File: config.mk
export PLATFORM = sky130hd
export DESIGN_NAME = mcrb_regs
export DESIGN_NICKNAME = d
export VERILOG_FILES = /design/src/rtl/mcrb_regs.sv
export SDC_FILE = /design/constraint.sdc
export NUM_CORES = 1
export LEC_CHECK = 0
export BUFFER_PORTS_ARGS = -buffer_cell sky130_fd_sc_hd__buf_2
export CAP_MARGIN = 5
export CELL_PAD_IN_SITES_DETAIL_PLACEMENT = 0
export CELL_PAD_IN_SITES_GLOBAL_PLACEMENT = 1
export CORE_ASPECT_RATIO = 1.1
export CORE_MARGIN = 1.5
export CORE_UTILIZATION = 51
export CTS_BUF_LIST = sky130_fd_sc_hd__clkbuf_16
export CTS_CLUSTER_SIZE = 30
export DETAILED_ROUTE_END_ITERATION = 10
export PLACE_DENSITY = 0.8
export REMOVE_ABC_BUFFERS = 1
export SETUP_SLACK_MARGIN = 0.4
export SYNTH_ARGS = -nofsm -noshare
export SYNTH_HDL_FRONTEND = slang
export SYNTH_SLANG_ARGS = --single-unit
File: constraint.sdc
create_clock -name clk -period 3.33 [get_ports clk]
set_input_delay 0.4995 -clock clk [delete_from_list [all_inputs] [get_ports clk]]
set_output_delay 0.4995 -clock clk [all_outputs]
set_load 0.03 [all_outputs]
File: src/rtl/mcrb_regs.sv
`timescale 1ns/1ps
module mcrb_regs #(
  parameter int          ECC_SECT = 4,
  parameter logic [15:0] CFG_DEF  = 16'h40C0,
  parameter logic [15:0] CFG_KEEP = 16'hC0C0,
  parameter logic [15:0] OTP_MASK = 16'h0060,
  localparam int         NECC     = 2*ECC_SECT+1,
  localparam int         SW       = $clog2(NECC+2)
) (
  input  logic          clk,
  input  logic          por_n,
  input  logic          warm_n,
  input  logic          boot_sel,
  input  logic          we,
  input  logic [15:0]   addr,
  input  logic [15:0]   wdata,
  output logic [15:0]   rdata,
  input  logic          ld_en,
  input  logic [SW-1:0] ld_sel,
  input  logic [15:0]   ld_val
);
  localparam logic [SW-1:0] SEL_CTL = SW'(NECC);
  localparam logic [SW-1:0] SEL_WP  = SW'(NECC+1);
  localparam logic [7:0]    ECC_LIM = 8'(NECC);

  logic [15:0] sa [8];
  logic [15:0] sbuf, cmd, cfg, intr, sblk, wp, ctl;
  logic [15:0] ecc [NECC];

  wire cold   = !por_n;
  wire warm   = !warm_n && !cold;
  wire cw     = cold || warm;
  wire cmd_wr = we && addr == 16'hF220;
  wire hot    = cmd_wr && !cw &&
                (wdata == 16'h00F3 || (wdata == 16'h00F0 && boot_sel));
  wire any_rst = cw || hot;
  wire wr_ok   = we && !cw;
  wire sa_hit  = addr[15:3] == 13'h1E20 && (addr[2:0] <= 3'd4 || addr[2:0] == 3'd7);
  wire ecc_hit = addr[15:8] == 8'hFF && addr[7:0] < ECC_LIM;

  always_ff @(posedge clk) begin
    if (any_rst) begin
      for (int i = 0; i < 8; i++) sa[i] <= '0;
      sbuf <= '0;
      cmd  <= '0;
    end else if (wr_ok) begin
      if (sa_hit) sa[addr[2:0]] <= wdata;
      if (addr == 16'hF200) sbuf <= wdata;
      if (cmd_wr) cmd <= wdata;
    end
  end

  always_ff @(posedge clk) begin
    if (cw) begin
      cfg  <= CFG_DEF;
      intr <= 16'h8080;
      sblk <= '0;
    end else if (hot) begin
      cfg  <= (cfg & CFG_KEEP) | (CFG_DEF & ~CFG_KEEP);
      intr <= 16'h8010;
    end else if (wr_ok) begin
      case (addr)
        16'hF221: cfg  <= wdata;
        16'hF241: intr <= wdata;
        16'hF24C: sblk <= wdata;
        default: ;
      endcase
    end
  end

  always_ff @(posedge clk) begin
    if (cold) begin
      ctl <= '0;
      wp  <= 16'h0002;
    end else if (warm) begin
      ctl <= ctl & OTP_MASK;
      wp  <= 16'h0002;
    end else begin
      if (hot) ctl <= ctl & OTP_MASK;
      else if (ld_en && ld_sel == SEL_CTL) ctl <= ld_val;
      if (ld_en && ld_sel == SEL_WP) wp <= ld_val;
    end
  end

  always_ff @(posedge clk) begin
    if (any_rst || cmd_wr) begin
      for (int i = 0; i < NECC; i++) ecc[i] <= '0;
    end else if (ld_en && ld_sel < SEL_CTL) begin
      ecc[ld_sel] <= ld_val;
    end
  end

  always_comb begin
    rdata = '0;
    case (addr)
      16'hF000: rdata = 16'h00EC;
      16'hF003: rdata = 16'h0800;
      16'hF004: rdata = 16'h0200;
      16'hF005: rdata = 16'h0201;
      16'hF006: rdata = 16'h0000;
      16'hF200: rdata = sbuf;
      16'hF220: rdata = cmd;
      16'hF221: rdata = cfg;
      16'hF240: rdata = ctl;
      16'hF241: rdata = intr;
      16'hF24C: rdata = sblk;
      16'hF24E: rdata = wp;
      default: ;
    endcase
    if (sa_hit)  rdata = sa[addr[2:0]];
    if (ecc_hit) rdata = ecc[addr[SW-1:0]];
  end
endmodule


---- Word-level counts from Yosys, hierarchy flattened ----
Memories as Yosys holds them, arrays and structs flattened.
Index checks and enable logic that the tools add are counted.
W data, S select, Z words.
word-level totals
  bits of input ports ..................... 58
  memories ................................ 2
  logic and storage cells ................. 93
  bits in writable memories ............... 272
  output and inout bits ................... 16
  register bits ........................... 112
memories
  memory  depth  bits a word  read ports  clocked after Yosys merged registers in  wr ports  RTL line  RTL
  ecc     9      16           1           0                                        9         28        logic [15:0] ecc [NECC];
  sa      8      16           1           0                                        8         26        logic [15:0] sa [8];
cells by class
  bitwise operators ....................... 3
  reductions and logical operators ........ 34
  magnitude comparators ................... 3
  mux-type cells .......................... 23
  equality and inequality tests ........... 18
operators by type and width
  cell                    count
  $eq A16 B16 Y1 const B  11
  $pmux W16 S11           1
  $mux W16                4
  $eq A16 B8 Y1 const B   2
  $reduce_or A16 Y1       2
  $mux W8                 3
  $eq A13 B13 Y1 const B  1
  $mux W1                 13
  $logic_and A1 B1 Y1     11
  $reduce_and A2 Y1       5
  $reduce_and A3 Y1       3
  $eq A4 B4 Y1 const B    2
  $eq A8 B8 Y1 const B    1
  $lt A8 B4 Y1 const B    1
  $logic_or A1 B1 Y1      5
  $lt A4 B4 Y1 const B    1
  $mux W4                 1
  $reduce_bool A2 Y1      2
  $reduce_or A2 Y1        2
  $eq A3 B3 Y1 const B    1
  $le A3 B3 Y1 const B    1
  $logic_not A1 Y1        3
  $mux W3                 1
  $not A1 Y1              3
  $reduce_or A3 Y1        1

---- Depth between registers and ports, before layout ----
Gate-level depths: netlist of the first run.
  word-level depth ........................ 12
  depth in mapped cells ................... 9
  gate-level depth less buffers ........... 5

---- Worst setup path before layout of the first run ----
No wires, ideal clock.
  path kind ............................... in2out
  start point ............................. in addr[4]
  end point ............................... out rdata[0]
  buffers on the path ..................... 0
  stages .................................. 5
  data required time ...................... 2830 ps
  data arrival time ....................... 2797 ps
  setup slack ............................. 33 ps
  cell sequence ........................... or4_4 -> or3_1 -> or4b_2 -> o221ai_1 -> a2bb2oi_1
on the way
  longest elaborated chain between the ends .. 4
  elaborated cells on any way between the ends .. 18
  classes of those cells .................. order compare (1); eq/ne (12); mux (3); reduce/logical (2)
ends and longest elaborated chain
  item                                                  RTL line  RTL
  start, declared                                       15        input logic [15:0] addr,
  $eq A16 B16 Y1 or $eq A13 B13 Y1 (tied branches)      95, 38
  $pmux W16 S11 or $logic_and A1 B1 Y1 (tied branches)  95, 38
  $mux W16                                              110       if (sa_hit) rdata = sa[addr[2:0]];
  $mux W16 (*)                                          111       if (ecc_hit) rdata = ecc[addr[SW-1:0]];
  end, declared                                         17        output logic [15:0] rdata,
Mark *: on every way between the ends. The rest lies on a longest branch, timed or not.

---- Worst setup path after layout of the first run ----
  start point ............................. in addr[10]
  end point ............................... out rdata[2]
The elaborated chain is that of the path after synthesis.

==> results.yml, run 1 <==
clocking:
  cts_sinks: 440
  tritoncts: "done"
  insertion_delay_ps: 570
  cts_buffers: 46
  clk_pin_slew_ps: 60
  cts_buffer_depth: 3
  h-tree-depth: 2
  root_buffer: "clkbuf_16"
worst_setup_path:
  critical_path.startpoint_type: "input pin"
  critPathMostFrequentCell: "buf_6"
  path_buf_inv: 5
  crit_chain: "buf_6 > or4b_4 > buf_12 > nor4_4 > buf_6 > buf_6 > a22oi_2 > nand3_1 > o32a_1 > buf_6"
  cp_data_required_time_ps: 2830
  cpPeakStageDelay_ps: 570
  cp_max_fo: 8
  criticalPathCategory: "in2out"
  setup.worst_path.end_class: "primary output"
  crit_slowest_cell: "or4b_4"
  worst_ep_arrival_time_ps: 2600
  path_delay_family: "simple AND/OR/NAND/NOR gates"
floorplan:
  chipWidth_um: 189.6
  start_util_pct: 51.51
  dieArea_sq_um: 39470
  rows: 75
  top_level_ports: 74
  chipHeight_um: 208.2
  coreArea_sq_um: 37910
logic_synthesis:
  synth_edf_count: 328
  postSynthCellCount: 1496
  synth_area_sq_um: 19530
  synth_common_cells: "328 x edfxtp_1, 226 x nand2_1, 162 x and2_1"
  ys_async_sr_fraction_pct: 0
  yosysMostFrequentCell: "edfxtp_1"
  synth_warnings: 0
  ys_seq_area_share_pct: 61.92
  netlist.area_leader.share_pct: 50.44
  synth_ff_type: "edfxtp_1"
  synth_area_per_cell_sq_um: 13.05
  synth_seq_cells: 440
  synth_area_leaders: "edfxtp_1 50%, dfxtp_1 11%, mux4_2 9.7%"
  synth_cell_types: 61
  yosysTopAreaCell: "edfxtp_1"
cells_and_area:
  layout-drive-gt1-share_pct: 24.61
  area_delta_synth_final_pct: 20.27
  final_design_area_no_fill_sq_um: 23490
  antennaDiodeCount: 0
  nets: 1763
sta:
  clock.fmax_mhz: 322.8
  fin_crit_ps: 3098
  setup_viol: 0
  slew_headroom_pct: 44.28
  tightest_slew_ps: 833.8
  hold_viol: 0
  grt_setup_unrepaired: "true"
  final.setup_skew_ps: 0
  setup_tns_ps: 0
  drv_slew: 0
  fin_crit_sh_pct: 93.03
power:
  p_per_area_nw_per_um2: 497.5
  leakage_nw: 9.049
  ir_worst_vdd_mv: 0.4562
outcome:
  status: "complete, no violations"
hold_path:
  hold_class: "in2reg"
grt:
  grt_antenna_before_repair: 0
  grt_usage_pct: 27.17
  grt_max_degree: 61
  grt_pass1_vias: 12999
  grt_pass1_wl_um: 79830
  grt_overflow_total: 0
drt:
  first_pass_iters: 7
  drc: 0
  drt-total-wl_um: 52930
  wl_per_cell_um: 23.60
  viasPerCell: 5.861
  ant_nets: 0
  vias: 13146
  drt-initial-drc-count: 1285
run:
  maxCapViolCount: 0
placement:
  portBuffers: 73
  place_area_sq_um: 21430
  gp_congestion: 0.9080
  hpwl_um: 34060
-- layer usage --
metal	GRT usage [%]	share of wire [%]
met5	0	0
met4	10.62	3.6
met3	3.610	6.4
met2	45.41	50
met1	36.11	40
-- metrics by stage --
stage	hold WS [ps]	util, %	power (W)	setup slack, ps	instances
after floorplan	431.2	-	0.006653	-1134	1446
final	235.9	61.95	0.01169	232.0	2243
after global placement	437.2	56.51	0.007081	74.40	2132
after global routing	238.0	61.95	0.01204	188.2	2243
after detailed placement	443.7	56.51	0.007111	37.42	2132
after CTS	204.1	61.47	0.01176	271.8	2236
-- flip-flops by register name, summed over array words and instances (netlist names) --
signal / flops
sa: 128
ctl: 16
wp: 16
cmd: 16
cfg: 16
ecc: 200
sblk: 16
sbuf: 16
intr: 16
-- power by group --
group	internal, W	leakage, nW	switching [W]	total, W
Clock	0.00252	0.715	0.00213	0.00465
Sequential	0.00614	4.39	0.0000651	0.00620
Combinational	0.000344	3.94	0.000486	0.000831
-- cell families (layout without fill, tap and decap cells) --
kind of cell	Yosys count	after routing	share of synthesized area [%]
xor gates and xnor gates	1	1	0.04486
AOI/OAI and AO/OA	195	195	6.472
DFF	440	440	61.92
other	1	88	0.01920
muxes	126	126	11.90
and+or+nand+nor	591	591	16.61
buffers and inverters	142	302	3.031
-- cell type report --
type                            instances  area (sq um)
Timing Repair Buffer                  211          1959
Clock buffer                           46          1151
Clock inverter                         40         201.4
Fill cell                            2981         14430
Sequential cell                       440         12090
Inverter                                5         18.77
Multi-Input combinational cell       1001          7438
Tap cell                              500         625.6
-- repair_timing --
item / CTS / global route
buffers inserted: 14 / 6
gates resized for setup: 80 / 20
hold buffers: 0 / 0
endpoints found under the setup margin: 16 / 16
cloned: 4 / 1
pin swaps: 28 / 25
-- cell usage in the layout (no fill, tap or decap), types with 7 or more instances in the layout --
master / count
nor2_1: 31
buf_12: 22
buf_6: 28
dfxtp_1: 112
o21ai_0: 9
a22oi_1: 14
mux2i_1: 33
conb_1: 88
buf_4: 105
clkinv_2: 8
edfxtp_1: 328
clkbuf_16: 47
and2_1: 163
nand3_1: 11
a22oi_2: 8
clkinv_1: 7
mux4_2: 84
a222oi_1: 10
inv_1: 19
a21oi_1: 102
nand2b_1: 7
nand2_1: 224
a221oi_1: 8
and3_1: 83
mux2_2: 7
buf_2: 49
nor4_4: 10
a22o_1: 8
-- worst paths after layout --
path,from,to,slack (ps),depth (start not counted)
max,addr[10],rdata[2],230,10
max reg2reg,ctl[0],ctl[0],2630,4
min reg2reg,intr[11],intr[11],450,2
min,por_n,ctl[6],240,3
-- worst reg2reg max path: stages (launching register included) --
cell	delay, ps
dfxtp_1	290
inv_1	80
nor2_1	50
a21oi_1	120
nor2_1	50
Note: power is estimated with default switching activity, not from simulation.
==> run 2: changes to the inputs <==
--- a/config.mk
+++ b/config.mk
@@ -10,7 +10,7 @@
 export CELL_PAD_IN_SITES_DETAIL_PLACEMENT = 0
 export CELL_PAD_IN_SITES_GLOBAL_PLACEMENT = 1
 export CORE_ASPECT_RATIO = 1.1
-export CORE_MARGIN = 1.5
+export CORE_MARGIN = 2
 export CORE_UTILIZATION = 51
 export CTS_BUF_LIST = sky130_fd_sc_hd__clkbuf_16
 export CTS_CLUSTER_SIZE = 30
==> results.yml, run 2 (same netlist as run 1, synthesis figures left out) <==
outcome:
  status: "complete, no violations"
power:
  p_per_area_nw_per_um2: 504.7
  ir_worst_vdd_mv: 0.4636
  leakage_nw: 9.040
hold_path:
  hold_class: "in2reg"
  whs_path_depth: 3
  hp-start: "por_n"
  hold_path_end: "ctl[6]"
floorplan:
  chipWidth_um: 190.6
  rows: 75
  coreArea_sq_um: 37910
  top_level_ports: 74
  dieArea_sq_um: 39870
  chipHeight_um: 209.2
  start_util_pct: 51.51
sta:
  grt_setup_unrepaired: "true"
  final.setup_skew_ps: 0
  fin_crit_ps: 3115
  clock.fmax_mhz: 321.0
  tightest_slew_ps: 767.9
  hold_viol: 0
  fin_crit_sh_pct: 93.55
  drv_slew: 0
  setup_viol: 0
  finalHoldWorstSlack_ps: 267.4
  slew_headroom_pct: 48.81
drt:
  first_pass_iters: 8
  drc: 0
  viasPerCell: 5.865
  drt-total-wl_um: 52810
  wl_per_cell_um: 23.62
  ant_nets: 0
  vias: 13114
  drt-initial-drc-count: 1255
run:
  maxCapViolCount: 0
cells_and_area:
  area_delta_synth_final_pct: 20.58
  mostFrequentLayoutCell: "edfxtp_1"
  nets: 1760
  final_design_area_no_fill_sq_um: 23550
  layout.cells.most_common_list: "328 x edfxtp_1, 224 x nand2_1, 163 x and2_1"
  regMostFlops: "ecc"
  top_regs: "ecc x200, sa x128"
  antennaDiodeCount: 0
  layout-drive-gt1-share_pct: 24.25
  largest_reg_flops: 200
worst_setup_path:
  rrSetupSlack_ps: 2640
  criticalPathCategory: "in2out"
  critical_path.startpoint_type: "input pin"
  worst_ep_arrival_time_ps: 2620
  regToRegEndpoint: "ctl[0]"
  cp-startpoint: "addr[11]"
  setup.worst_path.end_class: "primary output"
  cp_data_required_time_ps: 2830
  ff2ff_path_depth: 4
  cp_max_fo: 8
  worstReg2RegStart: "ctl[0]"
grt:
  globalRouteMet1Util_pct: 35.70
  grt_usage_pct: 26.89
  grt_overflow_total: 0
  grt_pass1_vias: 13340
  met3_usage_pct: 3.275
  use_met2_pct: 45.86
  grt_pass1_wl_um: 80270
  grt_antenna_before_repair: 0
  grt_max_degree: 52
  busiest_layer: "met2"
placement:
  place_area_sq_um: 21430
  gp_congestion: 0.8610
  portBuffers: 73
  hpwl_um: 33670
clocking:
  insertion_delay_ps: 540
  tritoncts: "done"
  h-tree-depth: 2
  cts_buffer_depth: 3
  cts_sinks: 440
  root_buffer: "clkbuf_16"
  clk_pin_slew_ps: 60
  cts_buffers: 44
## run 2: layer usage
metal | wire [um] | vias up
li1 | - | 5893
met1 | 21000 | 6562
met2 | 26470 | 549
met3 | 3494 | 110
met4 | 1851 | 0
met5 | 0 | -
## run 2: worst max-delay path by stage
stage / to / slack, ps
final: rdata[15] / 210
after global routing: rdata[9] / 180
after CTS: rdata[15] / 250
after detailed placement: rdata[0] / 60
after global placement: rdata[0] / 80
after floorplan: sa[1][0] / -1130
## run 2: layout make-up
| cell class | count | area [sq um] |
|---|---|---|
| tap | 500 | 625.6 |
| inverter | 5 | 18.77 |
| fill | 2885 | 14370 |
| multi-input combinational | 1001 | 7431 |
| timing repair buffer | 210 | 1982 |
| clock inverter | 36 | 296.5 |
| clock buffer | 44 | 1101 |
| sequential | 440 | 12090 |
## run 2: through the flow
| stage | setup slack, ps | util (%) | setup TNS, ps | std cells | power (W) |
|---|---|---|---|---|---|
| after CTS | 254.9 | 61.62 | 0 | 2227 | 0.01194 |
| final | 214.9 | 62.11 | 0 | 2236 | 0.01188 |
| after detailed placement | 56.55 | 56.53 | 0 | 2126 | 0.007114 |
| after global placement | 77.97 | 56.53 | 0 | 2126 | 0.007088 |
| after floorplan | -1134 | - | -220740 | 1446 | 0.006653 |
| after global routing | 180.9 | 62.11 | 0 | 2236 | 0.01222 |
## run 2: report_power, final
group	leakage, nW	internal (W)	total [W]	switching (W)
registers	4.39	0.00613	0.00620	0.0000607
logic	3.94	0.000346	0.000834	0.000488
clock network	0.715	0.00279	0.00485	0.00206
total	9.04	0.00927	0.0119	0.00261
## run 2: worst max-delay path, cell delays in order
cell      delay (ps)
buf_8            100
or4b_4           590
buf_12           190
nor4_4           220
buf_6            150
buf_12           110
buf_16           110
a22o_1           150
a221oi_2          40
a32oi_2          270
buf_6            180
## run 2: repair_timing
action,in CTS,in global routing
setup endpoints to repair,16,16
buffers inserted,16,7
pin swaps,35,17
gates cloned,5,2
hold buffers,0,0
gates resized for setup,78,17
